===== config.mk =====
export PLATFORM = sky130hd
export DESIGN_NAME = bar_window_unit
export DESIGN_NICKNAME = d
export VERILOG_FILES = /design/src/rtl/bar_window_pkg.sv /design/src/rtl/bar_slot.sv /design/src/rtl/bar_pick.sv /design/src/rtl/bar_window_unit.sv
export SDC_FILE = /design/constraint.sdc
export NUM_CORES = 1
export LEC_CHECK = 0
export ABC_AREA = 1
export BUFFER_PORTS_ARGS = -buffer_cell sky130_fd_sc_hd__buf_2
export CAP_MARGIN = 30
export CORE_AREA = 2 2 174 176
export CTS_CLUSTER_DIAMETER = 40
export DETAILED_ROUTE_END_ITERATION = 8
export DIE_AREA = 0 0 176 178
export PLACE_DENSITY = 0.59
export SETUP_SLACK_MARGIN = 0.1
export SLEW_MARGIN = 25
export SYNTH_ARGS = -nofsm -noshare
export SYNTH_HDL_FRONTEND = slang
export SYNTH_SLANG_ARGS = --single-unit

===== constraint.sdc =====
create_clock -name clk -period 7.2 [get_ports clk]
set_clock_uncertainty 0.05 [all_clocks]
set_input_delay 2.16 -clock clk [delete_from_list [all_inputs] [get_ports clk]]
set_output_delay 2.16 -clock clk [all_outputs]
set_load 0.005 [all_outputs]

===== src/rtl/bar_window_pkg.sv =====
package bar_window_pkg;

    typedef enum logic [1:0] {
        SEL_WIN  = 2'd0,
        SEL_CTL  = 2'd1,
        SEL_NONE = 2'd2
    } sel_kind_e;

    function automatic sel_kind_e classify_sel(input int unsigned sel,
                                               input int unsigned num_win,
                                               input int unsigned ctl_sel);
        if (sel < num_win)
            return SEL_WIN;
        else if (sel == ctl_sel)
            return SEL_CTL;
        else
            return SEL_NONE;
    endfunction

endpackage


===== src/rtl/bar_slot.sv =====
module bar_slot #(
    parameter int unsigned ADDR_W = 32,
    parameter int unsigned LOG2   = 12
) (
    input  logic              clk,
    input  logic              rst_n,
    input  logic              wr_en,
    input  logic [ADDR_W-1:0] wdata,
    input  logic [ADDR_W-1:0] addr,
    input  logic              dec_en,
    output logic [ADDR_W-1:0] rdata,
    output logic              hit
);

    generate
        if (LOG2 == 0) begin : g_absent
            logic unused_absent;
            assign unused_absent = ^{clk, rst_n, wr_en, wdata, addr, dec_en};
            assign rdata = '0;
            assign hit   = 1'b0;
        end else begin : g_present
            localparam int unsigned KEEP_W = ADDR_W - LOG2;

            logic [KEEP_W-1:0] base_d;
            logic [KEEP_W-1:0] base_q;
            logic              unused_low;

            assign unused_low = ^{wdata[LOG2-1:0], addr[LOG2-1:0]};

            always_comb begin
                base_d = base_q;
                if (wr_en)
                    base_d = wdata[ADDR_W-1:LOG2];
            end

            always_ff @(posedge clk) begin
                if (!rst_n)
                    base_q <= '0;
                else
                    base_q <= base_d;
            end

            assign rdata = {base_q, {LOG2{1'b0}}};
            assign hit   = dec_en && (addr[ADDR_W-1:LOG2] == base_q);


            rb_hold_chk: assert property (@(posedge clk) disable iff (!rst_n)
                !wr_en |=> $stable(rdata));
        end
    endgenerate

endmodule


===== src/rtl/bar_pick.sv =====
module bar_pick #(
    parameter int unsigned ADDR_W  = 32,
    parameter int unsigned NUM_WIN = 6,
    parameter int unsigned IDX_W   = 3
) (
    input  logic [NUM_WIN-1:0]             match,
    input  logic [NUM_WIN-1:0][ADDR_W-1:0] bases,
    input  logic [ADDR_W-1:0]              addr,
    output logic                           any,
    output logic [IDX_W-1:0]               idx,
    output logic [ADDR_W-1:0]              off
);

    always_comb begin
        any = 1'b0;
        idx = '0;
        off = '0;
        for (int i = NUM_WIN - 1; i >= 0; i--) begin
            if (match[i]) begin
                any = 1'b1;
                idx = IDX_W'(i);
                off = addr - bases[i];
            end
        end
    end

endmodule


===== src/rtl/bar_window_unit.sv =====
module bar_window_unit
    import bar_window_pkg::*;
#(
    parameter int unsigned ADDR_W  = 32,
    parameter int unsigned NUM_WIN = 6,
    parameter int unsigned WIN_LOG2 [NUM_WIN] = '{12, 16, 0, 4, 20, 8},
    localparam int unsigned IDX_W  = $clog2(NUM_WIN + 2)
) (
    input  logic              clk,
    input  logic              rst_n,
    input  logic [IDX_W-1:0]  cfg_sel,
    input  logic              cfg_we,
    input  logic [ADDR_W-1:0] cfg_wdata,
    output logic [ADDR_W-1:0] cfg_rdata,
    input  logic              mem_valid,
    input  logic [ADDR_W-1:0] mem_addr,
    output logic              claim,
    output logic [IDX_W-1:0]  claim_idx,
    output logic [ADDR_W-1:0] claim_off
);

    localparam int unsigned CTL_SEL = (1 << IDX_W) - 1;

    typedef struct packed {
        logic              en;
        logic              hit;
        logic [IDX_W-1:0]  idx;
        logic [ADDR_W-1:0] off;
    } state_t;

    state_t st_d;
    state_t st_q;

    sel_kind_e                      kind;
    logic [NUM_WIN-1:0]             win_we;
    logic [NUM_WIN-1:0]             win_hit;
    logic [NUM_WIN-1:0][ADDR_W-1:0] win_rd;
    logic                           pick_any;
    logic [IDX_W-1:0]               pick_idx;
    logic [ADDR_W-1:0]              pick_off;

    function automatic int unsigned log2_of(input logic [IDX_W-1:0] i);
        int unsigned r;
        r = 0;
        for (int k = 0; k < NUM_WIN; k++)
            if (int'(i) == k) r = WIN_LOG2[k];
        return r;
    endfunction

    assign kind = classify_sel(int'(cfg_sel), NUM_WIN, CTL_SEL);

    generate
        for (genvar g = 0; g < NUM_WIN; g++) begin : g_win
            assign win_we[g] = cfg_we && (kind == SEL_WIN) && (int'(cfg_sel) == g);

            bar_slot #(
                .ADDR_W (ADDR_W),
                .LOG2   (WIN_LOG2[g])
            ) u_slot (
                .clk    (clk),
                .rst_n  (rst_n),
                .wr_en  (win_we[g]),
                .wdata  (cfg_wdata),
                .addr   (mem_addr),
                .dec_en (mem_valid && st_q.en),
                .rdata  (win_rd[g]),
                .hit    (win_hit[g])
            );
        end
    endgenerate

    bar_pick #(
        .ADDR_W  (ADDR_W),
        .NUM_WIN (NUM_WIN),
        .IDX_W   (IDX_W)
    ) u_pick (
        .match (win_hit),
        .bases (win_rd),
        .addr  (mem_addr),
        .any   (pick_any),
        .idx   (pick_idx),
        .off   (pick_off)
    );

    always_comb begin
        cfg_rdata = '0;
        case (kind)
            SEL_WIN: begin
                for (int k = 0; k < NUM_WIN; k++)
                    if (int'(cfg_sel) == k) cfg_rdata = win_rd[k];
            end
            SEL_CTL:  cfg_rdata = {{(ADDR_W-1){1'b0}}, st_q.en};
            default:  cfg_rdata = '0;
        endcase
    end

    always_comb begin
        st_d     = st_q;
        st_d.hit = pick_any;
        st_d.idx = pick_any ? pick_idx : '0;
        st_d.off = pick_any ? pick_off : '0;
        if (cfg_we && kind == SEL_CTL)
            st_d.en = cfg_wdata[0];
    end

    always_ff @(posedge clk) begin
        if (!rst_n)
            st_q <= '0;
        else
            st_q <= st_d;
    end

    assign claim     = st_q.hit;
    assign claim_idx = st_q.idx;
    assign claim_off = st_q.off;


    no_claim_idle_chk: assert property (@(posedge clk) disable iff (!rst_n)
        !mem_valid |=> !claim);


    en_gate_chk: assert property (@(posedge clk) disable iff (!rst_n)
        !st_q.en |=> !claim);


    zero_win_chk: assert property (@(posedge clk) disable iff (!rst_n)
        claim |-> (log2_of(claim_idx) != 0));


    off_range_chk: assert property (@(posedge clk) disable iff (!rst_n)
        claim |-> ({1'b0, claim_off} < ((ADDR_W+1)'(1) << log2_of(claim_idx))));


    pick_low_chk: assert property (@(posedge clk) disable iff (!rst_n)
        pick_any |-> ((win_hit & ((NUM_WIN'(1) << pick_idx) - NUM_WIN'(1))) == '0));

endmodule


Word-level counts from Yosys, hierarchy flattened
Index checks and enable logic that the tools add are counted.
W data, S select, Z words.
{"block": "word_totals", "ff_bits": 137, "out_inout_bits": 68, "word_cells": 73, "input_bits": 71}
{"block": "classes", "bitwise_logic": 2, "eq_ne": 12, "magnitude_cmp": 1, "muxes": 23, "add_sub_neg": 5, "n_reduce_logical": 19}
{"cell": "$mux W32", "count": 11}
{"cell": "$sub A32 B32 Y32", "count": 5}
{"cell": "$pmux W32 S2", "count": 1}
{"cell": "$eq A28 B28 Y1", "count": 1}
{"cell": "$eq A24 B24 Y1", "count": 1}
{"cell": "$eq A20 B20 Y1", "count": 1}
{"cell": "$eq A16 B16 Y1", "count": 1}
{"cell": "$eq A3 B3 Y1 const B", "count": 5}
{"cell": "$logic_and A1 B1 Y1", "count": 13}
{"cell": "$eq A12 B12 Y1", "count": 1}
{"cell": "$mux W1", "count": 6}
{"cell": "$mux W2", "count": 3}
{"cell": "$mux W3", "count": 2}
{"cell": "$reduce_or A5 Y1", "count": 1}
{"cell": "$reduce_or A4 Y1", "count": 1}
{"cell": "$eq A3 B2 Y1 const B", "count": 1}
{"cell": "$logic_not A3 Y1", "count": 1}
{"cell": "$lt A3 B3 Y1 const B", "count": 1}
{"cell": "$reduce_or A3 Y1", "count": 1}
{"cell": "$eq A2 B1 Y1 const B", "count": 1}
{"cell": "$logic_not A2 Y1", "count": 1}
{"cell": "$not A1 Y1", "count": 2}
{"cell": "$reduce_and A2 Y1", "count": 1}

Longest topological paths before layout
Gate-level depths: netlist of the first run.
{"block": "depth", "ltp_word": 9, "mapped_depth": 19}

Modules after synthesis
Synthesis of the first run repeated with hierarchy kept, for this count alone.
{"block": "hier_totals", "cells_unflattened": 4048, "area_unflattened_um2": 22505.3}
{"mod": "bar_pick", "area_per_inst_um2": 13521.7, "cells_each": 2572, "n_inst": 1, "seq_area_each_um2": 0.0}
{"mod": "bar_window_unit", "area_per_inst_um2": 3011.6, "cells_each": 531, "n_inst": 1, "seq_area_each_um2": 740.7}
{"mod": "bar_slot at g_win[3].u_slot", "area_per_inst_um2": 1522.7, "cells_each": 255, "n_inst": 1, "seq_area_each_um2": 560.5}
{"mod": "bar_slot at g_win[5].u_slot", "area_per_inst_um2": 1343.8, "cells_each": 213, "n_inst": 1, "seq_area_each_um2": 480.5}
{"mod": "bar_slot at g_win[0].u_slot", "area_per_inst_um2": 1142.3, "cells_each": 181, "n_inst": 1, "seq_area_each_um2": 400.4}
{"mod": "bar_slot at g_win[1].u_slot", "area_per_inst_um2": 945.9, "cells_each": 146, "n_inst": 1, "seq_area_each_um2": 320.3}
{"mod": "bar_slot at g_win[4].u_slot", "area_per_inst_um2": 765.7, "cells_each": 116, "n_inst": 1, "seq_area_each_um2": 240.2}
{"mod": "bar_slot at g_win[2].u_slot", "area_per_inst_um2": 251.5, "cells_each": 34, "n_inst": 1, "seq_area_each_um2": 0.0}

Worst setup path before layout of the first run
OpenSTA, ideal clock, no wires.
{"block": "synth_timing", "kind": "input -> output", "start": "input cfg_sel[2]", "end": "output cfg_rdata[22]", "arrival_ns": 3.166, "path_buffers": 1, "setup_slack_ns": 1.824, "required_ns": 4.990, "path_stages": 6, "path_cell_list": "inv_1 > nand3_1 > inv_1 > clkbuf_1 > a21oi_1 > a221oi_1"}
{"block": "synth_via", "elab_chain_cells": 8}
{"item": "start, declared", "line_no": "bar_window_unit.sv:11", "text": "input logic [IDX_W-1:0] cfg_sel,"}
{"item": "$logic_not A3 Y1", "line_no": "bar_window_unit.sv:90", "text": "if (int'(cfg_sel) == k) cfg_rdata = win_rd[k];"}
{"item": "$mux W32 (6 in series)", "line_no": "bar_window_unit.sv:90"}
{"item": "$pmux W32 S2 (*)", "line_no": "bar_window_unit.sv:87", "text": "case (kind)"}
{"item": "end, declared", "line_no": "bar_window_unit.sv:14", "text": "output logic [ADDR_W-1:0] cfg_rdata,"}
Every way passes the cells marked *; elsewhere a longest branch is shown, timed or not.

Worst setup path in the final report of the first run
{"block": "layout_timing", "start": "input cfg_sel[1]", "end": "output cfg_rdata[21]"}
The elaborated chain is that of the path after synthesis.

==> impl_metrics.json, run 1 <==
{
  "status": "finished clean",
  "ys.flop_type": "dfxtp_1",
  "p_leak_nw": 5.68,
  "worstPathCellList": "buf_2, nor2_1, nand2_1, o22ai_1, a21oi_1, a221oi_1, buf_2",
  "io_buffers": 132,
  "drive_gt1_share_pct": 11.3,
  "grt_pass1_wl_um": 67400,
  "ir_drop_mv": 0.127,
  "dr.pass1.iters": 5,
  "cts_setup_buffers": 0,
  "postSynthAreaPerCell_um2": 6.37,
  "clk_path_buf_depth": 2,
  "required_ns": 4.99,
  "maxCapViolCount": 0,
  "synth_edf_count": 0,
  "final_nets": 1980,
  "grt_overflow": 0,
  "power_density_nw_per_um2": 180,
  "ys_seq_elements": 137,
  "finalCriticalPeriod_ns": 6.27,
  "arrival_ns": 4.06,
  "post-route-drc-count": 0,
  "finalCritPeriodShare_pct": 87.1,
  "hpwlAfterDp_um": 36200,
  "relSlewSlack_pct": 36.8,
  "placed_area_um2": 11800,
  "fin_util_pct": 42.1,
  "vias": 12200,
  "r2r_setup_slack_ns": 3.85,
  "crit_path_top_delay_cell": "nand2_1",
  "clk_pin_slew_ns": 0.06,
  "avgRoutedWirePerCell_um": 20.5,
  "synth_common_cells": "nand2_1 (393), inv_1 (247), a21oi_1 (241), o21ai_0 (180), dfxtp_1 (137)",
  "cts_tree": "yes",
  "area_growth_pct": 11.7,
  "io_pins": 139,
  "critPathMaxStageDelay_ns": 0.53,
  "place.gp.congestion": 0.992,
  "fmax_ghz": 0.159,
  "synth_top_area_share_pct": 24.8,
  "min_to": "g_win[5].u_slot.g_present.base_q[0]",
  "finalSetupViolCount": 0,
  "rsz0062_at_grt": "false",
  "hp-start": "g_win[5].u_slot.g_present.base_q[0]",
  "grt_max_degree": 102,
  "drv_slew": 0,
  "r2r-start": "g_win[4].u_slot.g_present.base_q[4]",
  "ys_warn_count": 0,
  "cp_common_cell": "buf_2",
  "synthCells": 1737,
  "yosysSeqAreaShare_pct": 24.8,
  "start_util_pct": 37.7,
  "drt_wl_total_um": 45400,
  "antenna_cells": 0,
  "antenna_left": 0,
  "end_kind": "output port",
  "hold_buffers": 0,
  "crit_type": "primary input to output port",
  "final_area_um2": 12400,
  "grtUsageTotal_pct": 29.0,
  "yosys-top-cells-area": "dfxtp_1 (25%), nand2_1 (13%), a21oi_1 (11%), ha_1 (11%), inv_1 (8.4%)",
  "die_w_um": 176,
  "instances_no_fill": 2212,
  "insertion_delay_ns": 0.45,
  "mappedNetlistArea_um2": 11100,
  "grt_antenna_before_repair": 0,
  "n_fill_cell": 3216,
  "core_area_um2": 29400,
  "cts_resized": 0,
  "yosysMostFrequentCell": "nand2_1",
  "cts.sinks": 137,
  "synth_async_sr_flop_share_pct": 0,
  "crit_fanout": 19,
  "worst_pin_slew_ns": 0.949,
  "drtIter0Drc": 1141,
  "worst_r2r_endpoint": "claim_off[31]",
  "hp-class": "register to register",
  "num_rows": 63,
  "htreeDepth": 4,
  "min_path_cells": 2,
  "fin_setup_tns_ns": 0,
  "fp.dieH_um": 178,
  "cts_inserted_buffers": 17,
  "reg2regPathDepth": 16,
  "start_kind": "primary input",
  "grt_pass1_vias": 11100,
  "root_buffer": "clkbuf_16",
  "avgViaCountPerCell": 5.50,
  "yosysTopAreaCell": "dfxtp_1",
  "final_hold_viol_count": 0,
  "ys_types": 52,
  "dieArea_um2": 31300,
  "dp.cells": 2180
}
-- worst max-delay path, delay by kind of cell --
kind | cells | cell delay, ns
buf+inv | 2 | 0.32
simple gates | 2 | 0.66
compound gates | 3 | 0.92
-- stage by stage --
stage / worst slack [ns] / power (W) / hold slack, ns
after floorplan: 1.82 / 0.00113 / 0.394
after global placement: 1.05 / 0.00131 / 0.419
after detailed placement: 1.02 / 0.00131 / 0.421
after CTS: 1.01 / 0.00223 / 0.431
after global routing: 0.820 / 0.00233 / 0.466
final: 0.926 / 0.00223 / 0.428
-- per-layer routing --
metal / part of all wire [%] / track usage, % / up-vias
met5: 0 / 0 / -
met4: 3.3 / 11.3 / 0
met3: 8.2 / 4.60 / 87
met2: 44 / 46.0 / 567
met1: 44 / 39.6 / 5656
li1: - / - / 5864
-- registers in the layout, indices dropped and copies added (netlist names) --
register and flops:
g_win.u_slot.g_present.base_q 100, claim_off 32, claim_idx 3, claim 1, st_q 1
-- power breakdown --
part | switching (W) | total [W] | internal (W)
sequential | 0.00000879 | 0.000787 | 0.000778
clock | 0.000401 | 0.000920 | 0.000519
combinational | 0.000355 | 0.000521 | 0.000166
total | 0.000765 | 0.00223 | 0.00146
-- worst max-delay path by stage --
stage | depth (start not counted) | slack (ns) | from | to
2_1_floorplan | 6 | 1.82 | cfg_sel[2] | cfg_rdata[22]
3_3_place_gp | 8 | 1.05 | cfg_sel[2] | cfg_rdata[31]
3_5_place_dp | 7 | 1.02 | cfg_sel[1] | cfg_rdata[21]
4_1_cts | 7 | 1.01 | cfg_sel[1] | cfg_rdata[21]
5_1_grt | 7 | 0.82 | cfg_sel[1] | cfg_rdata[21]
6_report | 7 | 0.93 | cfg_sel[1] | cfg_rdata[21]
-- placed cells by master (no fill, tap or decap), drive strengths merged, types with 3 or more instances in the layout --
cell / instances
xor2: 14
a21oi: 241
a221oi: 11
a21boi: 5
or2: 5
xnor2: 8
nand2: 400
inv: 259
clkbuf: 18
o21ai: 184
nor2: 121
a31oi: 8
and2: 3
dfxtp: 137
nand4: 12
clkinv: 5
conb: 3
nand3: 67
o22ai: 17
fa: 5
o211ai: 4
nor4: 6
o21bai: 9
a211oi: 5
buf: 140
nor3: 13
o221ai: 7
ha: 95
a21o: 5
-- kinds of logic (layout without fill, tap and decap cells) --
family | Yosys count | after routing | synth area share [%]
buffers and inverters | 342 | 425 | 13.2
XOR/XNOR | 22 | 22 | 1.74
flip-flops | 137 | 137 | 24.8
adder cells (fa/ha/maj) | 100 | 100 | 11.6
AO/OA/AOI/OAI | 503 | 503 | 24.5
AND/OR/NAND/NOR | 632 | 632 | 24.1
other | 1 | 3 | 0.0339
-- final cells by class --
class	instances	area (um^2)	area share (%)
Clock inverter	14	159	1.28
Tap cell	390	488	3.94
Inverter	253	952	7.70
Timing Repair Buffer	140	721	5.83
Clock buffer	18	429	3.47
Sequential cell	137	2740	22.2
Multi-Input combinational cell	1260	6880	55.6
(Power assumes the default switching activity.)
==> run 2, diff against run 1 <==
--- a/config.mk
+++ b/config.mk
@@ -9,10 +9,9 @@
 export BUFFER_PORTS_ARGS = -buffer_cell sky130_fd_sc_hd__buf_2
 export CAP_MARGIN = 30
 export CORE_AREA = 2 2 174 176
-export CTS_CLUSTER_DIAMETER = 40
+export CTS_CLUSTER_DIAMETER = 80
 export DETAILED_ROUTE_END_ITERATION = 8
 export DIE_AREA = 0 0 176 178
-export PLACE_DENSITY = 0.59
 export SETUP_SLACK_MARGIN = 0.1
 export SLEW_MARGIN = 25
 export SYNTH_ARGS = -nofsm -noshare
==> run 2 against run 1 <==
Worst setup slack better by 0.0041 ns. Critical path depth stayed put. Total power is 0.11% lower. Sequential share of layout area hardly changed. Sequential power hardly changed. Register-to-register slack worse by 0.12 ns. First-iteration DRC count is 1.4% lower. Cell count hardly changed. Maximum frequency hardly changed. Critical path type unchanged. Highest routed layer is now met5.
==> impl_metrics.json, run 2 (same netlist as run 1, synthesis figures left out) <==
{
  "io_buffers": 132,
  "clk_pin_slew_ns": 0.06,
  "dieArea_um2": 31300,
  "n_fill_cell": 3199,
  "hp-class": "register to register",
  "rsz0062_at_grt": "false",
  "arrival_ns": 4.06,
  "maxCapViolCount": 0,
  "reg2regPathDepth": 16,
  "p_total_w": 0.00223,
  "grt_antenna_before_repair": 1,
  "worst_pin_slew_ns": 0.950,
  "finalSetupViolCount": 0,
  "whs_ns": 0.434,
  "insertion_delay_ns": 0.45,
  "ir_drop_mv": 0.123,
  "dr.pass1.iters": 5,
  "clk_path_buf_depth": 2,
  "grt_max_degree": 102,
  "final_nets": 1980,
  "cts_inserted_buffers": 17,
  "num_rows": 63,
  "largest_reg_flops": 100,
  "fp.dieH_um": 178,
  "finalCriticalPeriod_ns": 6.27,
  "antenna_cells": 0,
  "final_hold_viol_count": 0,
  "p_leak_nw": 5.67,
  "finalCritPeriodShare_pct": 87.1,
  "vias": 12100,
  "hpwlAfterDp_um": 36300,
  "grtUsageTotal_pct": 28.7,
  "start_util_pct": 37.7,
  "die_w_um": 176,
  "regMostFlops": "g_win.u_slot.g_present.base_q",
  "cts.sinks": 137,
  "core_area_um2": 29400,
  "relSlewSlack_pct": 36.6,
  "cp-startpoint": "cfg_sel[1]",
  "root_buffer": "clkbuf_16",
  "avgRoutedWirePerCell_um": 20.4,
  "regArea_um2": 2740,
  "antenna_left": 0,
  "status": "finished clean",
  "avgViaCountPerCell": 5.48,
  "required_ns": 4.99,
  "post-route-drc-count": 0,
  "fin_setup_tns_ns": 0,
  "power_density_nw_per_um2": 180,
  "drtIter0Drc": 1125,
  "start_kind": "primary input",
  "min_path_cells": 2,
  "final_cell_mix": "nand2_1 (392), inv_1 (247), a21oi_1 (241)",
  "final_common_cell": "nand2_1",
  "cts_resized": 0,
  "crit_fanout": 19,
  "fin_util_pct": 42.1,
  "crit_type": "primary input to output port",
  "drv_slew": 0,
  "place.gp.congestion": 0.980,
  "drt_wl_total_um": 45100,
  "multiInputGateArea_um2": 6870,
  "final_area_um2": 12400,
  "grt_pass1_wl_um": 66500,
  "hp-start": "g_win[4].u_slot.g_present.base_q[5]",
  "hold_buffers": 0,
  "htreeDepth": 4,
  "grt_overflow": 0,
  "io_pins": 139,
  "r2r-start": "g_win[0].u_slot.g_present.base_q[10]",
  "placed_area_um2": 11800,
  "cts_setup_buffers": 0,
  "end_kind": "output port",
  "cts_tree": "yes",
  "drive_gt1_share_pct": 11.2,
  "grt_pass1_vias": 11100,
  "fmax_ghz": 0.159,
  "area_growth_pct": 11.9
}
[run 2: changes by cell type in the layout (fill, tap and decap cells not counted), sizes merged]
cell and delta:
clkbuf +2, clkinv -1, clkinvlp +1, inv -3
[run 2: per-layer routing]
layer	global-route usage (%)	vias up	wire [um]
met3	6.12	107	3760
li1	-	5866	-
met4	12.3	2	1850
met5	0	-	13
met1	38.1	5593	19700
met2	44.9	556	19700
[run 2: final cells by class]
cell class                 count  share of cell area, %
clock buffer                  20                   3.69
inverter                     253                   7.69
timing repair buffer         140                   5.92
sequential                   137                   22.1
clock inverter                11                   1.12
tap                          390                   3.94
multi-input combinational   1260                   55.5
[run 2: path summary, 6_finish.rpt]
| path | endpoint | slack [ns] |
|---|---|---|
| max | cfg_rdata[21] | 0.93 |
| min | g_win[4].u_slot.g_present.base_q[5] | 0.43 |
| max reg2reg | claim_off[31] | 3.73 |
| min reg2reg | g_win[4].u_slot.g_present.base_q[5] | 0.43 |
[run 2: worst max-delay path, stage by stage]
cell and delay [ns]:
buf_2 0.12, nor2_1 0.15, nand2_1 0.54, o22ai_1 0.44
a21oi_1 0.09, a221oi_1 0.36, buf_2 0.19
[run 2: where the power goes]
part           internal (W)  switching [W]  total, W
Combinational      0.000167       0.000352  0.000519
Sequential         0.000778     0.00000896  0.000787
Clock              0.000534       0.000386  0.000920
Total               0.00148       0.000748   0.00223
[run 2: through the flow]
stage / cells / worst slack, ns
after global placement: 2179 / 1.03
final: 2211 / 0.930
after detailed placement: 2180 / 1.03
after global routing: 2211 / 0.821
after CTS: 2211 / 1.02
after floorplan: 1739 / 1.82
==> run 3, diff against run 2 <==
--- a/config.mk
+++ b/config.mk
@@ -8,11 +8,15 @@
 export ABC_AREA = 1
 export BUFFER_PORTS_ARGS = -buffer_cell sky130_fd_sc_hd__buf_2
 export CAP_MARGIN = 30
+export CELL_PAD_IN_SITES_DETAIL_PLACEMENT = 0
+export CELL_PAD_IN_SITES_GLOBAL_PLACEMENT = 1
 export CORE_AREA = 2 2 174 176
 export CTS_CLUSTER_DIAMETER = 80
 export DETAILED_ROUTE_END_ITERATION = 8
 export DIE_AREA = 0 0 176 178
+export PLACE_DENSITY_LB_ADDON = 0.1
 export SETUP_SLACK_MARGIN = 0.1
+export SKIP_LAST_GASP = 1
 export SLEW_MARGIN = 25
 export SYNTH_ARGS = -nofsm -noshare
 export SYNTH_HDL_FRONTEND = slang
==> run 3 against run 2 <==
Utilization about the same. Sequential power about the same. Worst hold slack lost 0.0039 ns. Total power rose by 1.6%. Non-clock buffer count unchanged. Maximum frequency up 0.28%. Clock-buffer cell count shrank 3. Largest power group unchanged. First-iteration DRC count is 5.4% lower.
==> impl_metrics.json, run 3 (same netlist as run 1, synthesis figures left out) <==
{
  "worst_r2r_endpoint": "claim_off[31]",
  "drtIter0Drc": 1064,
  "avgRoutedWirePerCell_um": 21.7,
  "worst_pin_slew_ns": 0.960,
  "final_hold_viol_count": 0,
  "area_growth_pct": 12.0,
  "p_total_w": 0.00226,
  "end_kind": "output port",
  "grt_use_met3_pct": 5.58,
  "final_nets": 1980,
  "multiInputGateArea_um2": 6870,
  "crit_fanout": 19,
  "final_cell_mix": "nand2_1 (392), inv_1 (247), a21oi_1 (241)",
  "cts.sinks": 137,
  "antenna_left": 0,
  "fin_util_pct": 42.2,
  "drv_slew": 0,
  "status": "finished clean",
  "power_frac_clock_pct": 41.7,
  "swShare_pct": 35.0,
  "htreeDepth": 4,
  "fp.dieH_um": 178,
  "largest_reg_flops": 100,
  "place.gp.congestion": 0.982,
  "crit_type": "primary input to output port",
  "num_rows": 63,
  "io_pins": 139,
  "maxCapViolCount": 0,
  "drt_wl_total_um": 48000,
  "avgViaCountPerCell": 5.42,
  "n_fill_cell": 3269,
  "min_to": "g_win[5].u_slot.g_present.base_q[0]",
  "fin_setup_tns_ns": 0,
  "finalSetupViolCount": 0,
  "root_buffer": "clkbuf_16",
  "drive_gt1_share_pct": 11.3,
  "vias": 12000,
  "cts_setup_buffers": 0,
  "reg2regPathDepth": 16,
  "cts_resized": 0,
  "p_leak_nw": 5.68,
  "relSlewSlack_pct": 35.9,
  "power_density_nw_per_um2": 182,
  "required_ns": 4.99,
  "regArea_um2": 2740,
  "die_w_um": 176,
  "internal_power_w": 0.00147,
  "start_util_pct": 37.7,
  "grt_pass1_wl_um": 69800,
  "clk_pin_slew_ns": 0.07,
  "grt.met2_usage_pct": 47.7,
  "finalCritPeriodShare_pct": 86.8,
  "r2r_setup_slack_ns": 3.68,
  "seqPwrFrac_pct": 34.8,
  "finalCriticalPeriod_ns": 6.25,
  "cts_inserted_buffers": 17,
  "regMostFlops": "g_win.u_slot.g_present.base_q",
  "min_path_cells": 2,
  "ir_drop_mv": 0.160,
  "hpwlAfterDp_um": 38900,
  "insertion_delay_ns": 0.45,
  "grt_overflow": 0,
  "p_comb_share_pct": 23.5,
  "rsz0062_at_grt": "false",
  "hp-start": "g_win[5].u_slot.g_present.base_q[0]",
  "grt_pass1_vias": 10900,
  "start_kind": "primary input",
  "switching_power_w": 0.000791,
  "final_common_cell": "nand2_1",
  "dieArea_um2": 31300,
  "grt.busiest_layer": "met2",
  "io_buffers": 132,
  "grtUsageTotal_pct": 30.6,
  "core_area_um2": 29400,
  "arrival_ns": 4.04,
  "grt_antenna_before_repair": 3,
  "fmax_ghz": 0.160,
  "grt_max_degree": 102,
  "hp-class": "register to register",
  "use_met1_pct": 43.3,
  "post-route-drc-count": 0,
  "dr.pass1.iters": 5,
  "r2r-start": "g_win[4].u_slot.g_present.base_q[4]",
  "clk_path_buf_depth": 2,
  "cts_tree": "yes",
  "hold_buffers": 0
}
run 3: cell types whose count changed in the layout (fill, tap and decap cells not counted), sizes merged:
| cell | delta |
|---|---|
| diode | +1 |
| clkbuf | -3 |
| clkinvlp | -1 |
| clkinv | +1 |
| inv | +4 |
run 3: power groups by stage:
stage	Sequential, W	Clock (W)	Combinational (W)
floorplan	0.000801	0	0.000333
global placement	0.000803	0	0.000519
detailed placement	0.000803	0	0.000517
CTS	0.000786	0.000951	0.000520
global route	0.000788	0.000985	0.000586
finish	0.000786	0.000944	0.000531
run 3: per-stage QoR:
| step | instances | instance area [um^2] | setup slack [ns] | hold WS (ns) |
|---|---|---|---|---|
| 6_report | 2213 | 12400 | 0.948 | 0.430 |
| 5_1_grt | 2212 | 12400 | 0.876 | 0.456 |
| 4_1_cts | 2211 | 12400 | 0.986 | 0.431 |
| 3_5_place_dp | 2179 | 11800 | 0.997 | 0.421 |
| 3_3_place_gp | 2179 | 11800 | 1.01 | 0.414 |
| 2_1_floorplan | 1739 | 11100 | 1.82 | 0.394 |
run 3: metal layers:
metal | wire [um] | up-vias
met5 | 13 | -
met4 | 1010 | 2
met3 | 3320 | 61
met2 | 20900 | 436
met1 | 22800 | 5620
li1 | - | 5873
run 3: how the worst max path moves through the flow:
| stage | start | to | slack (ns) | cells after the start |
|---|---|---|---|---|
| 6_report | cfg_sel[1] | cfg_rdata[21] | 0.95 | 7 |
| 5_1_grt | cfg_sel[1] | cfg_rdata[21] | 0.88 | 7 |
| 4_1_cts | cfg_sel[1] | cfg_rdata[20] | 0.99 | 7 |
| 3_5_place_dp | cfg_sel[1] | cfg_rdata[20] | 1.0 | 7 |
| 3_3_place_gp | cfg_sel[1] | cfg_rdata[22] | 1.01 | 7 |
| 2_1_floorplan | cfg_sel[2] | cfg_rdata[22] | 1.82 | 6 |
run 3: final cells by class:
| type | instances | area share [%] |
|---|---|---|
| flip-flops and latches | 137 | 22.1 |
| multi-input cells | 1260 | 55.4 |
| clock buffers | 17 | 3.43 |
| well taps | 390 | 3.94 |
| inverters | 253 | 7.68 |
| diodes | 1 | 0.0202 |
| repair buffers | 140 | 5.91 |
| clock inverters | 15 | 1.46 |
run 3: worst max-delay path: stages:
cell	delay (ns)
buf_2	0.12
nor2_1	0.15
nand2_1	0.51
o22ai_1	0.42
a21oi_1	0.08
a221oi_1	0.40
buf_2	0.19
